**src/rtl/mdio_fm_pkg.sv**
```systemverilog
`timescale 1ns/1ps
package mdio_fm_pkg;
   localparam int FRAME_W    = 32;  // bits per frame word
   localparam int DATA_W     = 16;  // data field width
   localparam int OP_RD_POS  = 29;  // word bit that selects a read-type frame
   localparam int TA_FIRST   = 14;  // frame bit slot of the first turnaround bit
   localparam int DATA_FIRST = 16;  // frame bit slot of the first data bit
   localparam int STAT_IRQ   = 0;   // status word: completion flag
   localparam int STAT_BUSY  = 1;   // status word: frame active

   typedef enum logic [1:0] {
      PH_IDLE  = 2'd0,
      PH_PRE   = 2'd1,
      PH_FRAME = 2'd2
   } phase_t;
endpackage

```
**src/rtl/mdio_mdc_gen.sv**
```systemverilog
`timescale 1ns/1ps
module mdio_mdc_gen #(
   parameter int CLK_DIV = 4
) (
   input  logic clk,
   input  logic rst_n,
   input  logic run,
   output logic mdc,
   output logic rise_evt,
   output logic fall_evt
);
   logic toggle;

   if (CLK_DIV < 1) begin : g_bad_div
      $error("mdio_mdc_gen: CLK_DIV must be at least 1");
   end

   generate
      if (CLK_DIV == 1) begin : g_div1
         assign toggle = run;
      end else begin : g_divn
         localparam int CW = $clog2(CLK_DIV);
         localparam logic [CW-1:0] LAST = CW'(CLK_DIV - 1);
         logic [CW-1:0] cnt;
         always_ff @(posedge clk or negedge rst_n) begin
            if (!rst_n)          cnt <= '0;
            else if (!run)       cnt <= '0;
            else if (cnt == LAST) cnt <= '0;
            else                 cnt <= cnt + 1'b1;
         end
         assign toggle = run && (cnt == LAST);
      end
   endgenerate

   always_ff @(posedge clk or negedge rst_n) begin
      if (!rst_n)      mdc <= 1'b0;
      else if (!run)   mdc <= 1'b0;
      else if (toggle) mdc <= ~mdc;
   end

   assign rise_evt = toggle && !mdc;
   assign fall_evt = toggle && mdc;

   AST_MDC_PARKS_LOW: assert property (@(posedge clk) disable iff (!rst_n)
      !run |=> !mdc);
   AST_MDC_EDGE_ON_EVT: assert property (@(posedge clk) disable iff (!rst_n)
      (run && !rise_evt && !fall_evt) |=> $stable(mdc));
endmodule

```
**src/rtl/mdio_sequencer.sv**
```systemverilog
`timescale 1ns/1ps
module mdio_sequencer
   import mdio_fm_pkg::*;
#(
   parameter int PRE_LEN = 32
) (
   input  logic clk,
   input  logic rst_n,
   input  logic start,
   input  logic start_rd,
   input  logic fall_evt,
   output logic busy,
   output logic in_pre,
   output logic shift_en,
   output logic use_cap,
   output logic drive_en,
   output logic done
);
   localparam int SLOT_MAX = (PRE_LEN > FRAME_W) ? PRE_LEN : FRAME_W;
   localparam int SW = $clog2(SLOT_MAX);
   localparam logic [SW-1:0] PRE_LAST = SW'((PRE_LEN > 0) ? PRE_LEN - 1 : 0);
   localparam logic [SW-1:0] FRM_LAST = SW'(FRAME_W - 1);
   localparam logic [SW-1:0] TA_IDX   = SW'(TA_FIRST);
   localparam logic [SW-1:0] DAT_IDX  = SW'(DATA_FIRST);
   localparam phase_t FIRST_PH = (PRE_LEN == 0) ? PH_FRAME : PH_PRE;

   if (PRE_LEN < 0) begin : g_bad_pre
      $error("mdio_sequencer: PRE_LEN must not be negative");
   end

   phase_t        phase;
   logic [SW-1:0] slot;
   logic          rd_type;

   always_ff @(posedge clk or negedge rst_n) begin
      if (!rst_n) begin
         phase   <= PH_IDLE;
         slot    <= '0;
         rd_type <= 1'b0;
      end else begin
         case (phase)
            PH_IDLE: if (start) begin
               phase   <= FIRST_PH;
               slot    <= '0;
               rd_type <= start_rd;
            end
            PH_PRE: if (fall_evt) begin
               if (slot == PRE_LAST) begin
                  phase <= PH_FRAME;
                  slot  <= '0;
               end else begin
                  slot <= slot + 1'b1;
               end
            end
            PH_FRAME: if (fall_evt) begin
               if (slot == FRM_LAST) begin
                  phase <= PH_IDLE;
                  slot  <= '0;
               end else begin
                  slot <= slot + 1'b1;
               end
            end
            default: phase <= PH_IDLE;
         endcase
      end
   end

   assign busy     = (phase != PH_IDLE);
   assign in_pre   = (phase == PH_PRE);
   assign shift_en = (phase == PH_FRAME) && fall_evt;
   assign use_cap  = rd_type && (phase == PH_FRAME) && (slot >= DAT_IDX);
   assign drive_en = (phase == PH_PRE) ||
                     ((phase == PH_FRAME) && !(rd_type && (slot >= TA_IDX)));
   assign done     = (phase == PH_FRAME) && fall_evt && (slot == FRM_LAST);

   AST_DONE_ENDS_FRAME: assert property (@(posedge clk) disable iff (!rst_n)
      done |=> !busy);
   AST_NO_RESTART: assert property (@(posedge clk) disable iff (!rst_n)
      (busy && !done) |=> busy);
   AST_TYPE_HELD: assert property (@(posedge clk) disable iff (!rst_n)
      (busy && $past(busy)) |-> $stable(rd_type));
endmodule

```
**src/rtl/mdio_frame_reg.sv**
```systemverilog
`timescale 1ns/1ps
module mdio_frame_reg
   import mdio_fm_pkg::*;
(
   input  logic               clk,
   input  logic               rst_n,
   input  logic               load,
   input  logic [FRAME_W-1:0] load_val,
   input  logic               shift_en,
   input  logic               use_cap,
   input  logic               rise_evt,
   input  logic               mdio_i,
   output logic [FRAME_W-1:0] word
);
   logic cap_bit;

   always_ff @(posedge clk or negedge rst_n) begin
      if (!rst_n)        cap_bit <= 1'b1;
      else if (rise_evt) cap_bit <= mdio_i;
   end

   always_ff @(posedge clk or negedge rst_n) begin
      if (!rst_n)        word <= '0;
      else if (load)     word <= load_val;
      else if (shift_en) word <= {word[FRAME_W-2:0], (use_cap ? cap_bit : word[FRAME_W-1])};
   end

   AST_HOLD_BETWEEN_SHIFTS: assert property (@(posedge clk) disable iff (!rst_n)
      (!load && !shift_en) |=> $stable(word));
   AST_ROTATE_BACK: assert property (@(posedge clk) disable iff (!rst_n)
      (shift_en && !load && !use_cap) |=> (word[0] == $past(word[FRAME_W-1])));
endmodule

```
**src/rtl/mdio_frame_master.sv**
```systemverilog
`timescale 1ns/1ps
module mdio_frame_master
   import mdio_fm_pkg::*;
#(
   parameter int CLK_DIV = 4,
   parameter int PRE_LEN = 32
) (
   input  logic        clk,
   input  logic        rst_n,
   input  logic        host_wr,
   input  logic        host_addr,
   input  logic [31:0] host_wdata,
   output logic [31:0] host_rdata,
   output logic        irq,
   output logic        mdc,
   output logic        mdio_o,
   output logic        mdio_oe,
   input  logic        mdio_i
);
   logic               busy, in_pre, shift_en, use_cap, drive_en, done;
   logic               rise_evt, fall_evt;
   logic               frame_load, start, stat_wr, irq_flag;
   logic [FRAME_W-1:0] word;

   assign frame_load = host_wr && !host_addr;
   assign start      = frame_load && !busy;
   assign stat_wr    = host_wr && host_addr;

   mdio_mdc_gen #(.CLK_DIV(CLK_DIV)) u_clk (
      .clk(clk), .rst_n(rst_n), .run(busy),
      .mdc(mdc), .rise_evt(rise_evt), .fall_evt(fall_evt)
   );

   mdio_sequencer #(.PRE_LEN(PRE_LEN)) u_seq (
      .clk(clk), .rst_n(rst_n), .start(start), .start_rd(host_wdata[OP_RD_POS]),
      .fall_evt(fall_evt), .busy(busy), .in_pre(in_pre), .shift_en(shift_en),
      .use_cap(use_cap), .drive_en(drive_en), .done(done)
   );

   mdio_frame_reg u_reg (
      .clk(clk), .rst_n(rst_n), .load(frame_load), .load_val(host_wdata),
      .shift_en(shift_en), .use_cap(use_cap), .rise_evt(rise_evt),
      .mdio_i(mdio_i), .word(word)
   );

   always_ff @(posedge clk or negedge rst_n) begin
      if (!rst_n)                            irq_flag <= 1'b0;
      else if (done)                         irq_flag <= 1'b1;
      else if (stat_wr && host_wdata[STAT_IRQ]) irq_flag <= 1'b0;
   end

   assign irq     = irq_flag;
   assign mdio_o  = (busy && !in_pre) ? word[FRAME_W-1] : 1'b1;
   assign mdio_oe = drive_en;

   always_comb begin
      if (!host_addr) begin
         host_rdata = word;
      end else begin
         host_rdata            = '0;
         host_rdata[STAT_IRQ]  = irq_flag;
         host_rdata[STAT_BUSY] = busy;
      end
   end

   AST_IDLE_QUIET: assert property (@(posedge clk) disable iff (!rst_n)
      !busy |-> (mdio_o && !mdio_oe && !mdc));
   AST_PRE_ONES: assert property (@(posedge clk) disable iff (!rst_n)
      in_pre |-> (mdio_o && mdio_oe));
   AST_RD_RELEASE: assert property (@(posedge clk) disable iff (!rst_n)
      use_cap |-> !mdio_oe);
   AST_IRQ_AT_END: assert property (@(posedge clk) disable iff (!rst_n)
      $fell(busy) |-> irq_flag);
   AST_IRQ_HOLD: assert property (@(posedge clk) disable iff (!rst_n)
      (irq_flag && !(stat_wr && host_wdata[STAT_IRQ])) |=> irq_flag);
endmodule

```
**config.mk**
```make
export PLATFORM = sky130hd
export DESIGN_NAME = mdio_frame_master
export DESIGN_NICKNAME = d
export VERILOG_FILES = /design/src/rtl/mdio_fm_pkg.sv /design/src/rtl/mdio_mdc_gen.sv /design/src/rtl/mdio_sequencer.sv /design/src/rtl/mdio_frame_reg.sv /design/src/rtl/mdio_frame_master.sv
export SDC_FILE = /design/constraint.sdc
export NUM_CORES = 1
export LEC_CHECK = 0
export ABC_AREA = 1
export BUFFER_PORTS_ARGS = -buffer_cell sky130_fd_sc_hd__buf_2
export CAP_MARGIN = 20
export CORE_ASPECT_RATIO = 0.9
export CORE_MARGIN = 4
export CORE_UTILIZATION = 40
export DETAILED_ROUTE_END_ITERATION = 10
export MAX_ROUTING_LAYER = met4
export PLACE_DENSITY_LB_ADDON = 0.3
export SLEW_MARGIN = 20
export SYNTH_ARGS = -nofsm -noshare
export SYNTH_HDL_FRONTEND = slang
export SYNTH_SLANG_ARGS = --single-unit
export TNS_END_PERCENT = 10
```
**constraint.sdc**
```tcl
create_clock -name clk -period 1.8 [get_ports clk]
set_input_delay 0.36 -clock clk [delete_from_list [all_inputs] [get_ports clk]]
set_output_delay 0.36 -clock clk [all_outputs]
set_load 0.02 [all_outputs]
```
==> qor.yml, run 1 <==
yosysTopAreaCell: "dfrtp_1"
wire_per_inst_um: 12.0
final_nets: 458
start_util_pct: 42.0
synthCells: 342
layout-drive-gt1-share_pct: 29.6
slew_headroom_pct: 70.1
drc_errors: 0
synth_compound_area_share_pct: 16.3
maxCapViolCount: 0
die_area_mm2: 0.00793
placed_cells_incl_taps: 492
ys_types: 27
grt_pass1_wl_um: 9920
worstPathCellList: "inv_2, ha_4, a31o_2, buf_2"
min_path_type: "input port to asynchronous set/reset pin"
viasPerCell: 4.73
h-tree-depth: 2
clk_pin_slew_worst_paths_ps: 90
slowest_stage: "dfrtp_1"
peakVddDrop_v: 0.000407
yosys.area_share.simple_pct: 24.9
place_congestion: 0.851
min_period_over_period_pct: 97.0
die_y_um: 84.9
reg2regPathDepth: 8
coreArea_mm2: 0.00625
grt_max_degree: 36
synth-xor-area-share_pct: 0
grt_pass1_vias: 2235
cts.hold.buffers_added: 0
hpwlAfterDp_um: 4450
synth_top_family_by_area: "simple AND/OR/NAND/NOR gates"
cts_setup_buffers: 0
ys_warn_count: 0
synth_fp_nets: 388
fin_crit_ps: 1750
worstSetupStartpointType: "flop"
power_density_mw_per_mm2: 1080
whs_ps: 4.39
ys_ff_latch: 45
grt_setup_unrepaired: "no"
clock.fmax_ghz: 0.573
tritoncts: "done"
avgSynthCellArea_um2: 7.68
io_pins: 73
drt-initial-drc-count: 75
hold_viol_final: 0
worst-path-max-fanout: 5
antenna_left: 0
cts_buffers: 5
drt_wl_total_um: 5990
antenna_found_initial: 1
final.setup.tns_ps: 0
critPathCaptureType: "primary output"
die_w_um: 93.4
vias: 2363
synthAdderAreaFrac_pct: 4.29
criticalPathCategory: "flop to primary output"
cts.sinks: 45
setup_viol: 0
grt_overflow: 0
status: "finished clean"
synth_area_leaders: "dfrtp_1 42%, nand2_1 13%, inv_1 6.4%"
critPathMaxStageDelay_ps: 420
synth_mux_area_share_pct: 0.429
clk_path_buf_depth: 2
cp_data_required_time_ps: 1440
port_buffers: 72
clk_latency_ps: 290
crit_arrival_ps: 1390
firstDrtPassIters: 4
fin_worst_skew_ps: 7.97
yosysSeqAreaShare_pct: 42.9
fillers: 633
stdcell_count: 500
synth_area_mm2: 0.00263
track_usage_pct: 15.9
rows: 27
cts-root-buf: "clkbuf_8"
syn2layout_area_growth_pct: 22.0
yosysTopAreaCellShare_pct: 41.9
drv_slew: 0
leakage_nw: 1.63
tightest_slew_ps: 449
## sequential cells by signal, indices dropped and copies added, names as in the netlist
signal	cells
u_clk.g_divn.cnt	2
u_reg.word	32
u_seq.rd_type	1
u_seq.slot	5
irq	1
u_seq.phase	2
u_clk.mdc	1
u_reg.cap_bit	1
## through the flow
stage,instance area (um2),total power [mW],worst slack [ps],util [%]
global route,3210,3.73,1.30,51.3
global placement,3090,2.73,259,49.4
floorplan,2630,2.35,208,-
finish,3210,3.46,54.7,51.3
detailed placement,3090,2.77,216,49.4
CTS,3180,3.43,0.222,50.8
## per-layer routing
metal,track usage [%],share of wire (%)
met1,20.3,48
met4,4.39,1.3
met3,3.81,5.6
met2,25.1,46
met5,-,0
## synthesized netlist by cell type
cell type,count
nand2_1,92
inv_1,45
dfrtp_1,44
nor2_1,33
o21ai_0,33
o21ai_2,18
o21ai_1,17
nand3_1,11
ha_1,9
nand4_1,8
buf_4,7
buf_6,4
clkbuf_1,3
or2_2,3
buf_2,2
inv_2,2
a21oi_1,1
a31o_2,1
dfstp_2,1
mux2_2,1
nand2_2,1
nand2_4,1
nand3_2,1
nand4_4,1
nor2_2,1
nor3_1,1
o22ai_1,1
## where the power goes
group	internal [mW]	switching (mW)	total, mW
registers	1.24	0.145	1.39
clock network	0.305	0.330	0.636
logic	0.555	0.885	1.44
## layout make-up
class                      count  area (um2)  share of cell area [%]
tap                           87         109                    3.40
clock buffer                   7        86.3                    2.69
timing repair buffer          79         465                    14.5
antenna                        1        2.50                  0.0781
inverter                      47         176                    5.50
sequential                    45        1130                    35.2
multi-input combinational    234        1240                    38.6
## cell families after synthesis
kind of cell,after synthesis
adder cells (fa/ha/maj),9
flip-flops,45
AND/OR/NAND/NOR,153
multiplexers,1
buffers and inverters,63
AO/OA/AOI/OAI,71
## worst paths after layout
check,from,end,slack (ps)
setup reg to reg,u_seq.slot[0]$_DFFE_PN0P_,u_seq.slot[0]$_DFFE_PN0P_,200
hold / removal,rst_n,u_reg.word[25]$_DFFE_PN0P_,4
min in group clk,mdio_i,u_reg.cap_bit$_DFFE_PN1P_,310
hold reg to reg,u_clk.g_divn.cnt[0]$_DFF_PN0_,u_clk.g_divn.cnt[0]$_DFF_PN0_,430
max in group asynchronous,rst_n,u_reg.cap_bit$_DFFE_PN1P_,1230
setup / recovery,u_seq.phase[0]$_DFFE_PN0P_,mdio_oe,50
## critical path, delay by kind of cell, from the launching register on
kind	cells	cell delay (ps)
AO/OA/AOI/OAI	1	220
adder cells (fa/ha/maj)	1	190
buffers and inverters	2	250
flip-flops	1	420
## repair_timing
| action | 4_1_cts | 5_1_grt |
|---|---|---|
| setup endpoints to repair | 2 | 3 |
| resized for setup | 2 | 8 |
| endpoints found under the hold margin | 0 | 0 |
| cloned | 0 | 0 |
## cells in the final DEF, fill, tap and decap left out, drive strengths merged
master,n
nand4,9
a21oi,1
ha,9
a31o,1
mux2,1
nor2,34
dfstp,1
or2,3
nand2,94
dfrtp,44
o21ai,68
inv,47
buf,79
diode,1
clkbuf,7
nor3,1
nand3,12
o22ai,1
Power figures use the tool's default switching activity.
==> run 2: changes to the inputs <==
--- a/config.mk
+++ b/config.mk
@@ -9,7 +9,6 @@
 export BUFFER_PORTS_ARGS = -buffer_cell sky130_fd_sc_hd__buf_2
 export CAP_MARGIN = 20
 export CORE_ASPECT_RATIO = 0.9
-export CORE_MARGIN = 4
 export CORE_UTILIZATION = 40
 export DETAILED_ROUTE_END_ITERATION = 10
 export MAX_ROUTING_LAYER = met4
==> run 2 against run 1 <==
Against the previous run:
- register-to-register slack got worse by 20 ps
- utilization increased by 0.54 points
- critical endpoint unchanged
- non-clock buffer count increased by 5
- clock power about the same
- maximum frequency decreased by 1.7%
- largest cell class unchanged
- design area increased by 0.51%
- clock skew decreased by 1.8 ps
- first-iteration DRC count increased by 39%
==> qor.yml, run 2 (synthesized netlist as in run 1, its figures left out) <==
status: "finished clean"
antenna_left: 0
largest_register_ffs: 32
reg_top3: "u_reg.word x32, u_seq.slot x5"
start_util_pct: 42.3
coreArea_mm2: 0.00622
grt_overflow: 0
place_congestion: 0.855
layout_common_cells: "92 x nand2_1, 71 x buf_2, 45 x inv_1"
maxCapViolCount: 0
crit_arrival_ps: 1420
viasPerCell: 4.66
clk_path_buf_depth: 2
antenna_found_initial: 0
grt_setup_unrepaired: "yes"
r2r_setup_slack_ps: 180
clock.fmax_ghz: 0.563
worst-path-max-fanout: 5
utilization_pct: 51.8
grt_pass1_vias: 2044
drv_slew: 0
final_common_cell: "nand2_1"
io_pins: 73
setup_viol: 0
cts.hold.buffers_added: 0
h-tree-depth: 2
worstSetupStartpointType: "flop"
peakVddDrop_v: 0.000409
min_path_type: "input port to asynchronous set/reset pin"
port_buffers: 72
cts_buffers: 5
die_area_mm2: 0.00690
drt-initial-drc-count: 104
clk_latency_ps: 290
num_antenna_cells: 0
die_w_um: 87.4
vias: 2350
fillers: 663
whs_ps: 1.12
tritoncts: "done"
slew_headroom_pct: 69.6
wire_per_inst_um: 11.0
grt_pass1_wl_um: 9160
drc_errors: 0
cts-root-buf: "clkbuf_8"
track_usage_pct: 17.3
leakage_nw: 1.66
largest_register: "u_reg.word"
criticalPathCategory: "flop to primary output"
final_nets: 463
final.setup.tns_ps: 0
critPathCaptureType: "primary output"
cp_data_required_time_ps: 1440
hold_viol_final: 0
clk_pin_slew_worst_paths_ps: 80
hpwlAfterDp_um: 4130
tightest_slew_ps: 457
drt_wl_total_um: 5560
fin_worst_skew_ps: 6.19
syn2layout_area_growth_pct: 22.6
min_period_over_period_pct: 98.6
die_y_um: 78.9
fin_crit_ps: 1780
firstDrtPassIters: 4
power_density_mw_per_mm2: 1070
cts.sinks: 45
rows: 27
grt_max_degree: 34
layout-drive-gt1-share_pct: 29.7
## run 2: path summary, 6_finish.rpt
| path | from | endpoint | cells after the start |
|---|---|---|---|
| setup reg to reg | u_seq.phase[0]$_DFFE_PN0P_ | u_reg.word[8]$_DFFE_PN0P_ | 9 |
| min in group clk | mdio_i | u_reg.cap_bit$_DFFE_PN1P_ | 2 |
| hold reg to reg | u_clk.g_divn.cnt[0]$_DFF_PN0_ | u_clk.g_divn.cnt[0]$_DFF_PN0_ | 1 |
| max in group asynchronous | rst_n | u_reg.word[7]$_DFFE_PN0P_ | 2 |
| setup / recovery | u_seq.phase[0]$_DFFE_PN0P_ | mdio_oe | 4 |
| hold / removal | rst_n | u_reg.word[26]$_DFFE_PN0P_ | 1 |
## run 2: where the power goes
group	internal, mW	total [mW]	leakage [nW]	switching (mW)
Clock	0.304	0.634	0.0433	0.331
Sequential	1.24	1.38	0.573	0.138
Combinational	0.559	1.43	1.04	0.867
Total	2.10	3.44	1.66	1.34
## run 2: repair_timing
action | 4_1_cts | 5_1_grt
buffers inserted | 0 | 4
gates resized for setup | 2 | 2
hold endpoints to repair | 0 | 0
cloned | 0 | 0
setup endpoints to repair | 2 | 3
## run 2: worst max-delay path: stages (launching register included)
cell and delay [ps]:
dfrtp_1 400, inv_1 100, ha_2 230, a31o_2 240
buf_2 150
## run 2: cell type report
| type | count | area, um2 | share of cell area [%] |
|---|---|---|---|
| Clock buffer | 6 | 82.6 | 2.56 |
| Clock inverter | 1 | 7.51 | 0.233 |
| Inverter | 47 | 176 | 5.48 |
| Multi-Input combinational cell | 234 | 1220 | 37.7 |
| Tap cell | 87 | 109 | 3.38 |
| Sequential cell | 45 | 1130 | 35.0 |
| Timing Repair Buffer | 84 | 503 | 15.6 |
## run 2: metal layers
metal | track usage, % | vias up | routed length (um)
met5 | - | - | 0
met4 | 4.43 | 0 | 57
met3 | 4.16 | 7 | 375
met2 | 26.3 | 71 | 2370
met1 | 23.1 | 1043 | 2760
li1 | - | 1229 | -
## run 2: metrics by stage
| stage | power (mW) | instances | cell area, um2 | worst slack (ps) |
|---|---|---|---|---|
| 2_1_floorplan | 2.35 | 342 | 2630 | 208 |
| 3_3_place_gp | 2.72 | 493 | 3090 | 256 |
| 3_5_place_dp | 2.75 | 493 | 3090 | 204 |
| 4_1_cts | 3.40 | 500 | 3190 | 1.23 |
| 5_1_grt | 3.70 | 504 | 3220 | -38.2 |
| 6_report | 3.44 | 504 | 3220 | 24.6 |
==> run 3: changes to the inputs <==
--- a/config.mk
+++ b/config.mk
@@ -9,6 +9,7 @@
 export BUFFER_PORTS_ARGS = -buffer_cell sky130_fd_sc_hd__buf_2
 export CAP_MARGIN = 20
 export CORE_ASPECT_RATIO = 0.9
+export CORE_MARGIN = 2
 export CORE_UTILIZATION = 40
 export DETAILED_ROUTE_END_ITERATION = 10
 export MAX_ROUTING_LAYER = met4
==> constraint.sdc (replaced) <==
create_clock -name clk -period 2 [get_ports clk]
set_input_delay 0.4 -clock clk [delete_from_list [all_inputs] [get_ports clk]]
set_output_delay 0.4 -clock clk [all_outputs]
set_load 0.02 [all_outputs]
==> run 3 against run 2 <==
Against the previous run:
- sequential share of layout area is 0.51 points higher
- die area is 4.9% higher
- critical endpoint unchanged
- flip-flop and latch count unchanged
- largest cell class unchanged
- utilization fell by 2.8 points
==> qor.yml, run 3 (synthesized netlist as in run 1, its figures left out) <==
die_area_mm2: 0.00723
hpwlAfterDp_um: 4060
syn2layout_area_growth_pct: 20.9
cts-root-buf: "clkbuf_8"
largest_register: "u_reg.word"
grt_pass1_wl_um: 9360
grt_overflow: 0
h-tree-depth: 2
power_density_mw_per_mm2: 959
reg_top3: "u_reg.word x32, u_seq.slot x5"
drv_slew: 0
tightest_slew_ps: 505
clk_path_buf_depth: 2
num_antenna_cells: 0
clk_pin_slew_worst_paths_ps: 80
cts_setup_buffers: 0
cp_data_required_time_ps: 1600
drc_errors: 0
final_common_cell: "nand2_1"
die_w_um: 89.4
leakage_nw: 1.62
critPathCaptureType: "primary output"
track_usage_pct: 16.9
pre_cts_ws_ps: 309
coreArea_mm2: 0.00648
port_buffers: 72
drt-initial-drc-count: 80
min_period_over_period_pct: 95.1
drt_wl_total_um: 5600
io_pins: 73
worstSetupStartpointType: "flop"
min_path_type: "input port to asynchronous set/reset pin"
viasPerCell: 4.65
r2r_setup_slack_ps: 360
hold_viol_final: 0
clk_latency_ps: 290
clock.fmax_ghz: 0.526
grt_setup_unrepaired: "no"
worst-path-max-fanout: 5
die_y_um: 80.9
rows: 28
setup_viol: 0
firstDrtPassIters: 4
wire_per_inst_um: 11.2
peakVddDrop_v: 0.000331
maxCapViolCount: 0
largest_register_ffs: 32
total_power_mw: 3.04
worstPathCellList: "inv_1, ha_2, a31o_2, buf_2"
cts.hold.buffers_added: 0
placed_cells_incl_taps: 493
slowest_stage: "dfrtp_1"
vias: 2326
place_congestion: 0.869
grt_pass1_vias: 2073
start_util_pct: 40.5
layout_common_cells: "92 x nand2_1, 72 x buf_2, 45 x inv_1"
final_nets: 456
cts.sinks: 45
final.setup.tns_ps: 0
fin_crit_ps: 1900
criticalPathCategory: "flop to primary output"
antenna_left: 0
cts_buffers: 5
tritoncts: "done"
antenna_found_initial: 0
layout-drive-gt1-share_pct: 28.3
slew_headroom_pct: 66.3
status: "finished clean"
fin_worst_skew_ps: 8.63
critPathMaxStageDelay_ps: 430
stdcell_count: 500
crit_arrival_ps: 1500
setup_ws_ps: 98.8
grt_max_degree: 55
## run 3: area by class of cell
cell class,instances,area (um2)
fillers,662,3310
well taps,90,113
clock buffers,7,86.3
repair buffers,77,448
flip-flops and latches,45,1130
inverters,47,176
multi-input cells,234,1220
## run 3: repair_timing
item,4_1_cts,5_1_grt
gates resized for setup,1,2
endpoints found under the setup margin,1,2
pin swaps,0,0
## run 3: final timing paths
check | endpoint | startpoint | cells past startpoint
max in group asynchronous | u_reg.cap_bit$_DFFE_PN1P_ | rst_n | 2
setup reg to reg | u_seq.slot[0]$_DFFE_PN0P_ | u_seq.slot[0]$_DFFE_PN0P_ | 8
setup / recovery | mdio_oe | u_seq.phase[0]$_DFFE_PN0P_ | 4
hold reg to reg | u_clk.g_divn.cnt[0]$_DFF_PN0_ | u_clk.g_divn.cnt[0]$_DFF_PN0_ | 1
hold / removal | u_seq.slot[3]$_DFFE_PN0P_ | rst_n | 1
min in group clk | u_reg.cap_bit$_DFFE_PN1P_ | mdio_i | 2
## run 3: worst max-delay path: cells and delay by family, from the launching register on
kind / cells / cell delay [ps]
DFF: 1 / 430
buffers and inverters: 2 / 320
adders and majority gates: 1 / 290
AOI/OAI and AO/OA: 1 / 180
## run 3: metal layers
layer	track usage, %	vias to the layer above	routed length, um
li1	-	1217	-
met1	23.7	1048	2900
met4	4.93	0	38
met5	-	-	0
met2	24.4	56	2350
met3	3.96	5	314
## run 3: stage by stage
| stage | area [um2] | hold WS (ps) | utilization (%) |
|---|---|---|---|
| detailed placement | 3070 | 396 | 47.4 |
| global placement | 3070 | 398 | 47.4 |
| finish | 3180 | 64.1 | 49.0 |
| CTS | 3160 | 70.7 | 48.8 |
| floorplan | 2630 | 104 | - |
| global route | 3180 | 87.0 | 49.0 |
## run 3: report_power, final
part / leakage [nW] / total [mW] / internal, mW / switching, mW
Sequential: 0.573 / 1.24 / 1.12 / 0.127
Combinational: 1.00 / 1.24 / 0.474 / 0.767
Clock: 0.0443 / 0.561 / 0.274 / 0.286
Total: 1.62 / 3.04 / 1.86 / 1.18
